==> config.mk <==
export PLATFORM = sky130hd
export DESIGN_NAME = nand_prefetch_engine
export DESIGN_NICKNAME = d
export VERILOG_FILES = /design/src/rtl/pf_pkg.sv /design/src/rtl/pf_regs.sv /design/src/rtl/pf_fetch.sv /design/src/rtl/pf_fifo.sv /design/src/rtl/nand_prefetch_engine.sv
export SDC_FILE = /design/constraint.sdc
export NUM_CORES = 1
export LEC_CHECK = 0
export BUFFER_PORTS_ARGS = -buffer_cell sky130_fd_sc_hd__clkbuf_2
export CAP_MARGIN = 20
export CELL_PAD_IN_SITES_DETAIL_PLACEMENT = 0
export CELL_PAD_IN_SITES_GLOBAL_PLACEMENT = 1
export CORE_MARGIN = 1.5
export CORE_UTILIZATION = 58
export CTS_CLUSTER_SIZE = 16
export DETAILED_ROUTE_END_ITERATION = 12
export PLACE_DENSITY = 0.84
export SYNTH_ARGS = -nofsm -noshare
export SYNTH_HDL_FRONTEND = slang
export SYNTH_SLANG_ARGS = --single-unit
==> constraint.sdc <==
create_clock -name clk_i -period 7.3 [get_ports clk_i]
set_input_delay 1.825 -clock clk_i [delete_from_list [all_inputs] [get_ports clk_i]]
set_output_delay 1.825 -clock clk_i [all_outputs]
set_load 0.01 [all_outputs]
==> src/rtl/pf_pkg.sv <==
package pf_pkg;
  typedef enum logic [1:0] {
    PF_REG_CFG  = 2'd0,
    PF_REG_CNT  = 2'd1,
    PF_REG_CTRL = 2'd2,
    PF_REG_STAT = 2'd3
  } pf_reg_e;

  localparam int CFG_CS_LSB    = 24;
  localparam int CFG_THR_LSB   = 8;
  localparam int CFG_EN_BIT    = 7;
  localparam int CFG_DIR_BIT   = 0;
  localparam int THR_W         = 7;
  localparam int THR_MAX       = 64;
  localparam int STAT_FILL_LSB = 24;
endpackage

==> src/rtl/pf_regs.sv <==
module pf_regs
  import pf_pkg::*;
#(
  parameter int CNT_W = 14,
  parameter int CS_W  = 3
) (
  input  logic             clk_i,
  input  logic             rst_ni,
  input  logic             we_i,
  input  logic [1:0]       addr_i,
  input  logic [31:0]      wdata_i,
  input  logic             done_i,
  output logic [CS_W-1:0]  cs_o,
  output logic [THR_W-1:0] thr_o,
  output logic             en_o,
  output logic             dir_o,
  output logic [CNT_W-1:0] cnt_o,
  output logic             busy_o,
  output logic             start_o,
  output logic             abort_o
);
  logic cfg_hit, cnt_hit, ctrl_hit, thr_ok;

  assign cfg_hit  = we_i && (addr_i == PF_REG_CFG);
  assign cnt_hit  = we_i && (addr_i == PF_REG_CNT);
  assign ctrl_hit = we_i && (addr_i == PF_REG_CTRL);
  assign thr_ok   = wdata_i[CFG_THR_LSB +: THR_W] <= THR_W'(THR_MAX);
  assign abort_o  = ctrl_hit && (wdata_i == '0);
  assign start_o  = ctrl_hit && wdata_i[0] && !busy_o && en_o && !dir_o;

  always_ff @(posedge clk_i or negedge rst_ni) begin
    if (!rst_ni) begin
      cs_o  <= '0;
      thr_o <= '0;
      en_o  <= 1'b0;
      dir_o <= 1'b0;
      cnt_o <= '0;
    end else begin
      if (cfg_hit && !busy_o && thr_ok) begin
        cs_o  <= wdata_i[CFG_CS_LSB +: CS_W];
        thr_o <= wdata_i[CFG_THR_LSB +: THR_W];
        en_o  <= wdata_i[CFG_EN_BIT];
        dir_o <= wdata_i[CFG_DIR_BIT];
      end
      if (cnt_hit && !busy_o) cnt_o <= {wdata_i[CNT_W-1:2], 2'b00};
    end
  end

  always_ff @(posedge clk_i or negedge rst_ni) begin
    if (!rst_ni)               busy_o <= 1'b0;
    else if (abort_o)          busy_o <= 1'b0;
    else if (start_o)          busy_o <= 1'b1;
    else if (busy_o && done_i) busy_o <= 1'b0;
  end
endmodule

==> src/rtl/pf_fetch.sv <==
module pf_fetch #(
  parameter int CNT_W = 14
) (
  input  logic             clk_i,
  input  logic             rst_ni,
  input  logic             busy_i,
  input  logic             start_i,
  input  logic             abort_i,
  input  logic [CNT_W-1:0] cnt_i,
  input  logic             full_i,
  output logic             fetch_o,
  output logic [CNT_W-1:0] rem_o
);
  assign fetch_o = busy_i && (rem_o != '0) && !full_i;

  always_ff @(posedge clk_i or negedge rst_ni) begin
    if (!rst_ni)      rem_o <= '0;
    else if (abort_i) rem_o <= '0;
    else if (start_i) rem_o <= cnt_i;
    else if (fetch_o) rem_o <= rem_o - 1'b1;
  end
endmodule

==> src/rtl/pf_fifo.sv <==
module pf_fifo #(
  parameter int DEPTH = 64,
  parameter int BPW   = 4,
  localparam int AW   = $clog2(DEPTH),
  localparam int FW   = AW + 1
) (
  input  logic             clk_i,
  input  logic             rst_ni,
  input  logic             flush_i,
  input  logic             push_i,
  input  logic [7:0]       byte_i,
  input  logic             pop_req_i,
  output logic [8*BPW-1:0] data_o,
  output logic [FW-1:0]    fill_o,
  output logic             full_o
);
  logic [7:0]    mem [DEPTH];
  logic [AW-1:0] wr_ptr, rd_ptr;
  logic          pop;

  assign pop    = pop_req_i && (fill_o >= FW'(BPW));
  assign full_o = fill_o == FW'(DEPTH);

  for (genvar g = 0; g < BPW; g++) begin : g_lane
    assign data_o[8*g +: 8] = mem[rd_ptr + AW'(g)];
  end

  always_ff @(posedge clk_i) begin
    if (push_i && !flush_i) mem[wr_ptr] <= byte_i;
  end

  always_ff @(posedge clk_i or negedge rst_ni) begin
    if (!rst_ni) begin
      wr_ptr <= '0;
      rd_ptr <= '0;
      fill_o <= '0;
    end else if (flush_i) begin
      wr_ptr <= '0;
      rd_ptr <= '0;
      fill_o <= '0;
    end else begin
      if (push_i) wr_ptr <= wr_ptr + 1'b1;
      if (pop)    rd_ptr <= rd_ptr + AW'(BPW);
      fill_o <= fill_o + FW'(push_i) - (pop ? FW'(BPW) : '0);
    end
  end
endmodule

==> src/rtl/nand_prefetch_engine.sv <==
module nand_prefetch_engine
  import pf_pkg::*;
#(
  parameter int DEPTH = 64,
  parameter int CNT_W = 14,
  parameter int CS_W  = 3,
  localparam int FW   = $clog2(DEPTH) + 1
) (
  input  logic            clk_i,
  input  logic            rst_ni,
  input  logic            reg_we_i,
  input  logic [1:0]      reg_addr_i,
  input  logic [31:0]     reg_wdata_i,
  output logic [31:0]     reg_rdata_o,
  input  logic            data_re_i,
  output logic [31:0]     data_o,
  output logic            host_ready_o,
  output logic            dev_rd_o,
  output logic [CS_W-1:0] dev_cs_o,
  input  logic [7:0]      dev_data_i
);
  logic [THR_W-1:0] thr;
  logic             en, dir, busy, start, abort, full, done;
  logic [CNT_W-1:0] cnt, rem;
  logic [FW-1:0]    fill;

  pf_regs #(.CNT_W(CNT_W), .CS_W(CS_W)) regs_i (
    .clk_i, .rst_ni, .we_i(reg_we_i), .addr_i(reg_addr_i), .wdata_i(reg_wdata_i),
    .done_i(done), .cs_o(dev_cs_o), .thr_o(thr), .en_o(en), .dir_o(dir),
    .cnt_o(cnt), .busy_o(busy), .start_o(start), .abort_o(abort)
  );

  pf_fetch #(.CNT_W(CNT_W)) fetch_i (
    .clk_i, .rst_ni, .busy_i(busy), .start_i(start), .abort_i(abort),
    .cnt_i(cnt), .full_i(full), .fetch_o(dev_rd_o), .rem_o(rem)
  );

  pf_fifo #(.DEPTH(DEPTH), .BPW(4)) fifo_i (
    .clk_i, .rst_ni, .flush_i(abort), .push_i(dev_rd_o), .byte_i(dev_data_i),
    .pop_req_i(data_re_i), .data_o(data_o), .fill_o(fill), .full_o(full)
  );

  assign done         = (rem == '0) && (fill == '0);
  assign host_ready_o = (fill >= FW'(4)) &&
                        ((32'(fill) >= 32'(thr)) || (rem == '0));

  always_comb begin
    reg_rdata_o = '0;
    unique case (reg_addr_i)
      PF_REG_CFG: begin
        reg_rdata_o[CFG_CS_LSB +: CS_W]   = dev_cs_o;
        reg_rdata_o[CFG_THR_LSB +: THR_W] = thr;
        reg_rdata_o[CFG_EN_BIT]           = en;
        reg_rdata_o[CFG_DIR_BIT]          = dir;
      end
      PF_REG_CNT:  reg_rdata_o[CNT_W-1:0] = cnt;
      PF_REG_CTRL: reg_rdata_o[0] = busy;
      default: begin
        reg_rdata_o[CNT_W-1:0]            = rem;
        reg_rdata_o[STAT_FILL_LSB +: FW]  = fill;
      end
    endcase
  end
endmodule

After elaboration in Yosys (flattened, before gate mapping)
Memories as Yosys holds them, arrays and structs flattened.
Cells that the tools add are included.
{ "word_totals": {"register_bits": 58, "latch_bits": 0, "ram_bits": 512, "mem_bits_ro": 0, "wordCells": 80, "mem_count": 1} }
{ "classes": {"n_addsub": 8, "mul": 0, "div": 0, "magnitude_cmp": 3, "eq_ne": 3, "n_shift": 0, "n_mux": 20, "bitwise": 0, "n_reduce_logical": 35} }
{ "mem_list": {"columns": ["name", "words", "word_bits", "read_ports", "rd_ports_with_merged_regs", "wr", "line", "text"], "rows": [
  ["fifo_i.mem", 64, 8, 4, 0, 1, "pf_fifo.sv:17", "logic [7:0] mem [DEPTH];"]
]} }
{ "op_table": {"columns": ["cell", "n"], "rows": [
  ["two-way mux 14 bit", 3],
  ["logical NOT 32 bit", 1],
  ["two-way mux 6 bit", 4],
  ["one-hot mux 7 bit (3 select lines)", 1],
  ["logical AND 1 bit", 18],
  ["logical NOT 14 bit", 1],
  ["nonzero test 14 bit", 1],
  ["subtractor 14 x 1 -> 14 bit (second input constant)", 1],
  ["adder 6 x 1 -> 6 bit (second input constant)", 2],
  ["adder 6 x 2 -> 6 bit (second input constant)", 2],
  ["one-hot mux 6 bit (2 select lines)", 1],
  ["adder 7 x 1 -> 7 bit", 1],
  ["equality test 7 bit (second input constant)", 1],
  ["greater-or-equal comparator 7 x 3 -> 1 bit (second input constant)", 1],
  ["greater-or-equal comparator 7 bit", 1],
  ["less-or-equal comparator 7 bit (second input constant)", 1],
  ["logical NOT 7 bit", 1],
  ["two-way mux 7 bit", 1],
  ["subtractor 7 bit", 1],
  ["adder 6 x 3 -> 6 bit (second input constant)", 1],
  ["two-way mux 1 bit", 6],
  ["one-hot mux 3 bit (2 select lines)", 1],
  ["nonzero test 3 bit", 2],
  ["logical NOT 1 bit", 4],
  ["10 further kinds", 12]
]} }

Depth between registers and ports, before layout
Gate-level depths: netlist (run 1).
{ "logic_depth": {"depth_word": 8, "mapped_depth": 14, "depth_no_buf": 13} }

Cells and area by module
From an unflattened synthesis (run 1), not the netlist that was laid out.
{ "hier_totals": {"cells_unflattened": 1402, "hier_area_um2": 23774.1} }
{ "by_module_without_submodules": {"columns": ["mod", "n_inst", "cells_per_inst", "area_each_um2", "seq_area_each_um2"], "rows": [
  ["pf_fifo", 1, 1112, 20946.3, 15800.2],
  ["pf_regs", 1, 78, 1128.6, 625.6],
  ["pf_fetch", 1, 119, 1046.0, 350.3],
  ["nand_prefetch_engine", 1, 93, 653.1, 0.0]
]} }

Worst setup path before layout (run 1)
No wires, ideal clock.
{ "synth_timing": {"path_type": "input port to output port", "startpoint": "input port reg_addr_i[1]", "endpoint": "output port reg_rdata_o[11]", "arrival_ns": 2.724, "required_time_ns": 5.475, "setup_slack_ns": 2.751, "stages": 3, "path_buffers": 1, "path_cell_list": "buf_1 > mux2_2 > a22o_1"} }
{ "synth_via": {"elab_chain_cells": 2, "elab_cells_between_ends": 4} }
{ "synth_lines": {"columns": ["item", "line", "text"], "rows": [
  ["from (decl)", "nand_prefetch_engine.sv:12", "input logic [1:0] reg_addr_i,"],
  ["equality test 2 bit (tied with other cells)", "nand_prefetch_engine.sv:49", "unique case (reg_addr_i)"],
  ["one-hot mux 7 bit (3 select lines) (*)", "nand_prefetch_engine.sv:49", null],
  ["to (decl)", "nand_prefetch_engine.sv:14", "output logic [31:0] reg_rdata_o,"]
]} }
Every way passes the cells marked *; elsewhere a longest branch is shown, timed or not.

Worst setup path in the final report (run 1)
{ "layout_timing": {"startpoint": "register fifo_i.rd_ptr[2]", "endpoint": "output port data_o[23]"} }
{ "layout_via": {"elab_chain_cells": 2} }
{ "layout_lines": {"columns": ["item", "line", "text"], "rows": [
  ["from (decl)", "pf_fifo.sv:18", "logic [AW-1:0] wr_ptr, rd_ptr;"],
  ["from (signal assigned)", "pf_fifo.sv:43", "if (pop) rd_ptr <= rd_ptr + AW'(BPW);"],
  ["adder 6 x 2 -> 6 bit", "pf_fifo.sv:25", "assign data_o[8*g +: 8] = mem[rd_ptr + AW'(g)];"],
  ["memory read (64 x 8 bit)", null, null],
  ["to (decl)", "nand_prefetch_engine.sv:16", "output logic [31:0] data_o,"]
]} }
Every way passes these cells.

==> results of run 1 <==
[cell families (layout without fill, tap and decap cells)]
group | after synthesis | count (layout) | synth area share [%]
buf+inv | 93 | 235 | 1.94
mux | 199 | 199 | 17.4
simple gates | 201 | 201 | 4.56
other cells | 1 | 11 | 0.0162
xor+xnor | 18 | 18 | 0.681
fa+ha+maj | 22 | 22 | 1.19
flops | 568 | 568 | 72.5
compound gates | 52 | 52 | 1.71
[flip-flops by register name, summed over array words and instances, names as in the netlist]
name	flops
fifo_i.rd_ptr	4
fifo_i.wr_ptr	6
regs_i.cnt_o	12
fetch_i.rem_o	14
regs_i.thr_o	7
fifo_i.fill_o	7
fifo_i.mem	512
regs_i.busy_o	1
regs_i.dir_o	1
regs_i.cs_o	3
regs_i.en_o	1
[path summary, 6_finish.rpt]
check	to	slack (ns)	cells past startpoint
min reg2reg	regs_i.thr_o[6]$_DFFE_PN0P_	0.49	1
max reg2reg	fifo_i.mem[11][7]$_DFFE_PP_	3.22	8
min in group asynchronous	fifo_i.fill_o[1]$_DFF_PN0_	1.35	2
max in group asynchronous	fifo_i.rd_ptr[2]$_DFFE_PN0P_	5.39	2
min	regs_i.thr_o[6]$_DFFE_PN0P_	0.49	1
max	data_o[23]	2.00	4
[cell usage in the layout (no fill, tap or decap), types with 10 or more instances in the layout]
cell type    n
nor2_1     100
nor4_1      10
a22o_1      10
clkbuf_2   104
inv_1       17
clkbuf_16   53
ha_1        22
conb_1      10
buf_4       18
nand2_1     16
clkinv_1    13
mux4_2     160
xnor2_1     15
dfrtp_1     53
clkbuf_1    12
mux2_2      30
edfxtp_1   512
[final cells by class]
class / instances / share of cell area (%)
antenna: 1 / 0.00972
tap: 525 / 2.55
clock buffer: 65 / 5.33
inverter: 17 / 0.248
clock inverter: 29 / 0.778
sequential: 568 / 65.2
timing repair buffer: 124 / 2.70
multi-input combinational: 502 / 23.2
[worst reg2reg max path, delay by kind of cell (launching register included)]
family                   cells  cell delay, ns
flip-flops                   1            0.44
AND/OR/NAND/NOR              5            2.82
adder cells (fa/ha/maj)      1            0.20
buffers and inverters        2            0.25
[metal layers]
layer  GRT usage (%)  part of all wire (%)  wire [um]
met3            4.69                   6.9       3230
met5               0                 0.028         13
met4            6.90                   2.4       1140
met1            33.2                    40      18900
met2            39.0                    50      23500
[power breakdown]
group | internal, uW | switching, uW | leakage (uW)
clock | 1400 | 1150 | 0.000757
sequential | 3830 | 338 | 0.00529
combinational | 1350 | 1310 | 0.00256
total | 6580 | 2800 | 0.00860
[per-stage QoR]
step / util (%) / total power [uW] / cell area, um2 / worst slack (ns) / instances
4_1_cts: 65.0 / 9470 / 25700 / 1.89 / 1829
3_5_place_dp: 61.1 / 6930 / 24200 / 2.28 / 1735
6_report: 65.1 / 9380 / 25700 / 2.00 / 1831
3_3_place_gp: 61.1 / 6880 / 24200 / 2.32 / 1735
5_1_grt: 65.1 / 9780 / 25700 / 1.76 / 1830
2_1_floorplan: - / 6050 / 23200 / 2.75 / 1163
==> results by group, run 1 <==
Run status
  • Outcome: finished clean

Global route
  • GR Overflow Total: 0
  • Largest net degree at the start of global routing: 68
  • Antenna violations before repair: 1
  • First-pass GRT wire length: 72.1 mm
  • Global Route Usage Sum: 23.9%
  • Number of global-route vias before repair: 11700

Setup path
  • Slowest CP cell: dfrtp_4
  • Crit start category: flip-flop
  • CP Max Fanout: 50
  • Family with the most delay on the worst path: multiplexers
  • Worst r2r src: fetch_i.rem_o[0]$_DFFE_PN0P_
  • CP cell instances: buf_4 > mux4_2 > mux4_2 > clkbuf_2
  • Crit path capture type: output pin
  • Crit path arrival time: 3.47 ns
  • Most frequent CP cell: mux4_2
  • Critical path data required time: 5.48 ns
  • Crit-path max cell delay: 1.07 ns
  • CP Launch Point: fifo_i.rd_ptr[2]$_DFFE_PN0P_
  • Crit Path Category: flip-flop to output pin
  • Worst path buffer plus inverter count: 2

Synthesis
  • Post-synth top area cell: edfxtp_1
  • Warnings, synthesis: 0
  • Top FF cell, synth: edfxtp_1
  • Post-Synthesis Cells: 1154
  • #FFs+latches synth: 568
  • Post-Syn Area per Cell: 20.1 um2
  • Most numerous cell in the Yosys netlist: edfxtp_1
  • Top cells by area in the synthesized netlist: edfxtp_1 (66%), mux4_2 (16%), dfrtp_1 (6.1%)
  • Post-synth EDFFs: 512
  • Top post-synthesis cells by count: edfxtp_1 (512), mux4_2 (160), nor2_1 (100), dfrtp_1 (56), clkbuf_1 (38)
  • Post-synthesis sequential area ratio: 72.5%
  • Post-synth top area share: 66.4%
  • Mapped Area: 23200 um2
  • Asr flop ratio synth: 9.86%
  • Synth unique cells: 67

Final layout
  • Fill cells: 2586
  • FF+latch area: 16800 um2
  • Multi-input gate area: 5970 um2
  • Nets: 1334
  • Layout area overhead: 11.2%
  • Layout cells sized above 1: 30.6%

STA
  • Final setup violation count: 0
  • WHS: 0.495 ns
  • F_max: 0.189 GHz
  • Final hold violation count: 0
  • Slew @ Worst Pin: 1.02 ns
  • Final Max Tran Viols: 0
  • Relative max-transition margin: 31.6%
  • Final min period: 5.30 ns
  • Final period util: 72.6%
  • Setup TNS: 0 ns
  • Clk_skew: 0.0215 ns
  • Unrepaired setup endpoints after global routing: false

Floorplanning
  • Die X: 203 um
  • Placeable Area: 39500 um2
  • Ports: 115
  • Row cnt: 73
  • Initial Util: 58.5%
  • Die ar.: 41100 um2
  • Die Ht: 203 um

CTS
  • CTS Buffer Depth: 3
  • # clock sinks: 568
  • Post_cts resized: 0
  • Hold_buf cts: 0
  • Worst skew pair latency: 0.60 ns
  • CTS tree: built
  • Setup Buffers After CTS: 0
  • CTS HTree Levels: 2
  • Root Buffer: clkbuf_16
  • Clk slew on worst S/H paths: 0.06 ns
  • CTS Buf Count: 53

Detailed routing
  • DRC Markers: 0
  • Drt first pass iters: 5
  • Via count normalized by instance count: 6.18
  • Vias: 11300
  • Total Wirelength: 46.8 mm
  • Routed len/inst: 25.5 um
  • Detail Route Antenna Nets: 0
  • Iter 0 DRT Violations: 993

Hold path
  • Min-Delay Path Class: flip-flop to flip-flop
  • HP Start: regs_i.thr_o[6]$_DFFE_PN0P_

Placement
  • # port buffers: 104
  • Dpl hpwl: 27.5 mm
  • Gp weighted congestion: 0.849

Job
  • Max-capacitance violation count: 0

Power
  • PwrDens: 364 nW/um2
  • Maximum vdd drop: 246 uV
  • LEAKAGE: 0.00860 uW
Power figures use the tool's default switching activity.
==> inputs of run 2 (changes only) <==
--- a/config.mk
+++ b/config.mk
@@ -10,10 +10,10 @@
 export CELL_PAD_IN_SITES_DETAIL_PLACEMENT = 0
 export CELL_PAD_IN_SITES_GLOBAL_PLACEMENT = 1
 export CORE_MARGIN = 1.5
-export CORE_UTILIZATION = 58
+export CORE_UTILIZATION = 54
 export CTS_CLUSTER_SIZE = 16
 export DETAILED_ROUTE_END_ITERATION = 12
-export PLACE_DENSITY = 0.84
+export PLACE_DENSITY = 0.79
 export SYNTH_ARGS = -nofsm -noshare
 export SYNTH_HDL_FRONTEND = slang
 export SYNTH_SLANG_ARGS = --single-unit
==> constraint.sdc (replaced) <==
create_clock -name clk_i -period 5.3 [get_ports clk_i]
set_input_delay 1.325 -clock clk_i [delete_from_list [all_inputs] [get_ports clk_i]]
set_output_delay 1.325 -clock clk_i [all_outputs]
set_load 0.01 [all_outputs]
==> results by group, run 2 (same netlist as run 1, synthesis figures left out) <==
Run status
  • Outcome: finished clean

STA
  • Final min period: 4.47 ns
  • Final Max Tran Viols: 0
  • F_max: 0.224 GHz
  • Relative max-transition margin: 30.8%
  • Final period util: 84.3%
  • Final setup violation count: 0
  • Final hold violation count: 0
  • WHS: 0.513 ns
  • Setup TNS: 0 ns
  • Clk_skew: 0.0192 ns
  • Unrepaired setup endpoints after global routing: false
  • Slew @ Worst Pin: 1.03 ns

Final layout
  • Layout cells sized above 1: 32.3%
  • ANT cells: 0
  • Top reg by flops: fifo_i.mem
  • Commonest non-fill, non-tap cell in the layout: edfxtp_1
  • Layout area overhead: 12.7%
  • Largest registers: fifo_i.mem (512), fetch_i.rem_o (14), regs_i.cnt_o (12)
  • Nets: 1350
  • Most frequent cells in the layout: edfxtp_1 (512), mux4_2 (160), clkbuf_2 (104)
  • Fill cells: 2910
  • Max reg flops: 512

Setup path
  • Crit path capture type: output pin
  • CP Max Fanout: 54
  • Crit path arrival time: 3.14 ns
  • FF-to-FF End: fifo_i.mem[15][6]$_DFFE_PP_
  • Crit Path Category: flip-flop to output pin
  • CP Launch Point: fifo_i.rd_ptr[2]$_DFFE_PN0P_
  • R2R Setup Slk: 1.33 ns
  • Worst r2r src: fifo_i.fill_o[4]$_DFF_PN0_
  • Worst R2R Path Depth: 7
  • Crit start category: flip-flop
  • Critical path data required time: 3.97 ns

Detailed routing
  • Max layer used: met4
  • Met2 Routed Length: 23.5 mm
  • Iter 0 DRT Violations: 1113
  • Total Wirelength: 47.7 mm
  • DRC Markers: 0
  • Met3 WL: 3.08 mm
  • Routed len/inst: 25.5 um
  • Via count normalized by instance count: 6.06
  • Vias: 11300
  • Drt first pass iters: 5
  • Wire length on met1: 20.0 mm
  • Detail Route Antenna Nets: 0

Global route
  • Largest net degree at the start of global routing: 65
  • Antenna violations before repair: 0
  • Number of global-route vias before repair: 11800
  • GR Overflow Total: 0
  • First-pass GRT wire length: 72.9 mm
  • Global Route Usage Sum: 22.3%

Placement
  • Gp weighted congestion: 0.796
  • # port buffers: 104
  • Dpl hpwl: 28.6 mm

Power
  • Maximum vdd drop: 346 uV
  • PwrDens: 512 nW/um2
  • LEAKAGE: 0.00881 uW

CTS
  • CTS Buffer Depth: 3
  • CTS Buf Count: 56
  • Root Buffer: clkbuf_16
  • Hold_buf cts: 0
  • Setup Buffers After CTS: 0
  • Clk slew on worst S/H paths: 0.06 ns
  • CTS HTree Levels: 2
  • # clock sinks: 568
  • Worst skew pair latency: 0.60 ns
  • CTS tree: built
  • Post_cts resized: 0

Floorplanning
  • Die X: 210 um
  • Initial Util: 55.0%
  • Placeable Area: 42100 um2
  • Die Ht: 210 um
  • Ports: 115
  • Row cnt: 75
  • Die ar.: 44100 um2

Hold path
  • Hold Crit Endpoint: regs_i.thr_o[6]$_DFFE_PN0P_
  • HP Start: regs_i.thr_o[6]$_DFFE_PN0P_
  • WHS Path Cells: 1
  • Min-Delay Path Class: flip-flop to flip-flop

Job
  • Max-capacitance violation count: 0
==> run 2: final cells by class <==
class,instances,area (um2),area share (%)
clock buffers,68,1510,5.78
clock inverters,37,294,1.13
inverters,17,63.8,0.244
multi-input cells,502,5970,22.9
flip-flops and latches,568,16800,64.3
well taps,539,674,2.58
repair buffers,137,806,3.09
==> run 2: report_power, final <==
group / switching (uW) / leakage (uW) / internal (uW)
combinational: 1930 / 0.00263 / 1880
sequential: 393 / 0.00529 / 5280
clock: 1650 / 0.000890 / 2220
total: 3970 / 0.00881 / 9380
==> run 2: worst max path at each step <==
| stage | slack [ns] | cells after the start | to |
|---|---|---|---|
| global placement | 1.16 | 6 | fifo_i.mem[15][3]$_DFFE_PP_ |
| finish | 0.83 | 4 | data_o[18] |
| floorplan | 1.75 | 3 | reg_rdata_o[11] |
| detailed placement | 1.12 | 6 | fifo_i.mem[15][4]$_DFFE_PP_ |
| global route | 0.66 | 4 | data_o[18] |
| CTS | 0.73 | 4 | data_o[18] |
==> run 2: stage by stage <==
stage / power (uW) / worst slack, ns / std cells / util, % / cell area, um2
floorplan: 8330 / 1.75 / 1163 / - / 23200
global placement: 9570 / 1.16 / 1763 / 57.7 / 24300
detailed placement: 9630 / 1.12 / 1763 / 57.7 / 24300
CTS: 13500 / 0.733 / 1868 / 62.0 / 26100
global route: 13900 / 0.665 / 1868 / 62.0 / 26100
finish: 13400 / 0.831 / 1868 / 62.0 / 26100
==> run 2: critical path: stages, from the launching register on <==
cell	delay (ns)
dfrtp_4	0.77
buf_12	0.41
mux4_2	0.63
mux4_2	0.51
clkbuf_2	0.15
==> run 2: per-layer routing <==
layer / vias to the layer above / track usage (%)
li1: 4941 / -
met2: 401 / 36.5
met4: 0 / 6.70
met1: 5912 / 31.1
met5: - / 0
met3: 69 / 4.07
==> inputs of run 3 (changes only) <==
==> constraint.sdc (replaced) <==
create_clock -name clk_i -period 4.2 [get_ports clk_i]
set_input_delay 1.05 -clock clk_i [delete_from_list [all_inputs] [get_ports clk_i]]
set_output_delay 1.05 -clock clk_i [all_outputs]
set_load 0.01 [all_outputs]
==> results by group, run 3 (same netlist as run 1, synthesis figures left out) <==
Placement
  • Gp weighted congestion: 0.822
  • Dpl hpwl: 31.7 mm
  • # port buffers: 104
  • Area after DPL: 24700 um2

Detailed routing
  • Detail Route Antenna Nets: 0
  • Vias: 11700
  • Iter 0 DRT Violations: 1038
  • Via count normalized by instance count: 6.08
  • Total Wirelength: 50.1 mm
  • Routed len/inst: 26.1 um
  • Drt first pass iters: 5
  • DRC Markers: 0

Global route
  • Global Route Usage Sum: 23.7%
  • GR Overflow Total: 0
  • First-pass GRT wire length: 76.8 mm
  • Largest net degree at the start of global routing: 65
  • Number of global-route vias before repair: 12100
  • Antenna violations before repair: 0

CTS
  • CTS Buf Count: 56
  • Post_cts resized: 0
  • Clk slew on worst S/H paths: 0.06 ns
  • Setup Buffers After CTS: 0
  • CTS tree: built
  • Hold_buf cts: 0
  • CTS HTree Levels: 2
  • Root Buffer: clkbuf_16
  • Worst skew pair latency: 0.61 ns
  • # clock sinks: 568
  • CTS Buffer Depth: 3

STA
  • Unrepaired setup endpoints after global routing: false
  • Final min period: 4.00 ns
  • F_max: 0.250 GHz
  • Setup TNS: 0 ns
  • Final setup violation count: 0
  • Final hold violation count: 0
  • Slew @ Worst Pin: 1.08 ns
  • Final period util: 95.2%
  • Relative max-transition margin: 27.7%
  • Final Max Tran Viols: 0
  • Clk_skew: 0.0285 ns

Power
  • LEAKAGE: 0.00916 uW
  • PwrDens: 651 nW/um2
  • Maximum vdd drop: 398 uV

Floorplanning
  • Initial Util: 55.0%
  • Placeable Area: 42100 um2
  • Die Ht: 210 um
  • Ports: 115
  • Row cnt: 75
  • Die ar.: 44100 um2
  • Die X: 210 um

Final layout
  • Commonest non-fill, non-tap cell in the layout: edfxtp_1
  • Max reg flops: 512
  • Nets: 1403
  • Largest registers: fifo_i.mem (512), fetch_i.rem_o (14), regs_i.cnt_o (12)
  • Most frequent cells in the layout: edfxtp_1 (512), mux4_2 (160), clkbuf_2 (101)
  • Layout cells sized above 1: 34.9%
  • Design area: 26700 um2
  • Layout area overhead: 15.3%
  • Top reg by flops: fifo_i.mem
  • ANT cells: 0

Setup path
  • Critical path data required time: 3.15 ns
  • Worst path buffer plus inverter count: 2
  • Most frequent CP cell: mux4_2
  • Crit path arrival time: 2.95 ns
  • Crit path capture type: output pin
  • Crit start category: flip-flop
  • CP Max Fanout: 42
  • Family with the most delay on the worst path: multiplexers
  • CP cell instances: buf_12 > mux4_2 > mux4_2 > clkbuf_2
  • Crit Path Category: flip-flop to output pin
  • Crit-path max cell delay: 0.67 ns
  • Slowest CP cell: dfrtp_4

Hold path
  • Min-Delay Path Class: input port to async pin

Job
  • Max-capacitance violation count: 0

Run status
  • Outcome: finished clean
==> run 3: changes by cell type in the layout (fill, tap and decap cells not counted) <==
cell / change
buf_12: +4
buf_2: +3
buf_4: +49
bufinv_16: +6
clkbuf_1: -1
clkbuf_2: -3
clkbuf_8: -2
clkinv_2: -5
clkinvlp_4: +1
inv_6: +1
==> run 3: stage by stage <==
step | worst slack (ns) | std cells | hold WS [ns] | utilization [%] | total power (uW)
final | 0.201 | 1921 | 0.289 | 63.3 | 17400
after CTS | 0.137 | 1919 | 0.499 | 63.3 | 17500
after global placement | 0.741 | 1814 | 0.478 | 58.6 | 12200
after global routing | 0.0270 | 1921 | 0.285 | 63.3 | 18100
after floorplan | 1.10 | 1163 | 0.460 | - | 10500
after detailed placement | 0.590 | 1814 | 0.491 | 58.6 | 12300
==> run 3: final timing paths <==
check                                                  start                     endpoint  slack, ns  cells past startpoint
worst min-delay path                                  rst_ni   fifo_i.fill_o[1]$_DFF_PN0_       0.29                      1
worst max-delay path            fifo_i.rd_ptr[2]$_DFFE_PN0P_                   data_o[30]       0.20                      4
min in group clk_i               regs_i.thr_o[6]$_DFFE_PN0P_  regs_i.thr_o[6]$_DFFE_PN0P_       0.49                      1
worst max register to register    fifo_i.fill_o[4]$_DFF_PN0_  fifo_i.mem[39][3]$_DFFE_PP_       0.60                      7
worst min register to register   regs_i.thr_o[6]$_DFFE_PN0P_  regs_i.thr_o[6]$_DFFE_PN0P_       0.49                      1
max in group asynchronous                             rst_ni   regs_i.cs_o[1]$_DFFE_PN0P_       3.21                      3
==> run 3: area by class of cell <==
type	instances	area, um2
clock buffer	65	1480
fill	2877	15400
tap	539	674
inverter	17	63.8
timing repair buffer	190	1250
multi-input combinational	502	5970
clock inverter	40	465
sequential	568	16800
==> run 3: metal layers <==
| layer | global-route usage, % | vias to the layer above | wire length, um | part of all wire (%) |
|---|---|---|---|---|
| li1 | - | 5043 | - | - |
| met1 | 34.4 | 6119 | 21100 | 42 |
| met2 | 37.5 | 442 | 24500 | 49 |
| met3 | 3.44 | 80 | 3110 | 6.2 |
| met4 | 7.91 | 0 | 1350 | 2.7 |
| met5 | 0 | - | 0 | 0 |
==> run 3: where the power goes <==
part / leakage, uW / total, uW / switching, uW / internal, uW
Sequential: 0.00529 / 7120 / 455 / 6660
Combinational: 0.00293 / 5030 / 2530 / 2510
Clock: 0.000945 / 5230 / 2100 / 3130
==> run 3: worst register-to-register path, delay by kind of cell (launching register included) <==
family | cells | cell delay (ns)
buffers and inverters | 1 | 0.10
flip-flops | 1 | 0.39
AND/OR/NAND/NOR | 4 | 2.43
adder cells (fa/ha/maj) | 1 | 0.19
AO/OA/AOI/OAI | 1 | 0.12
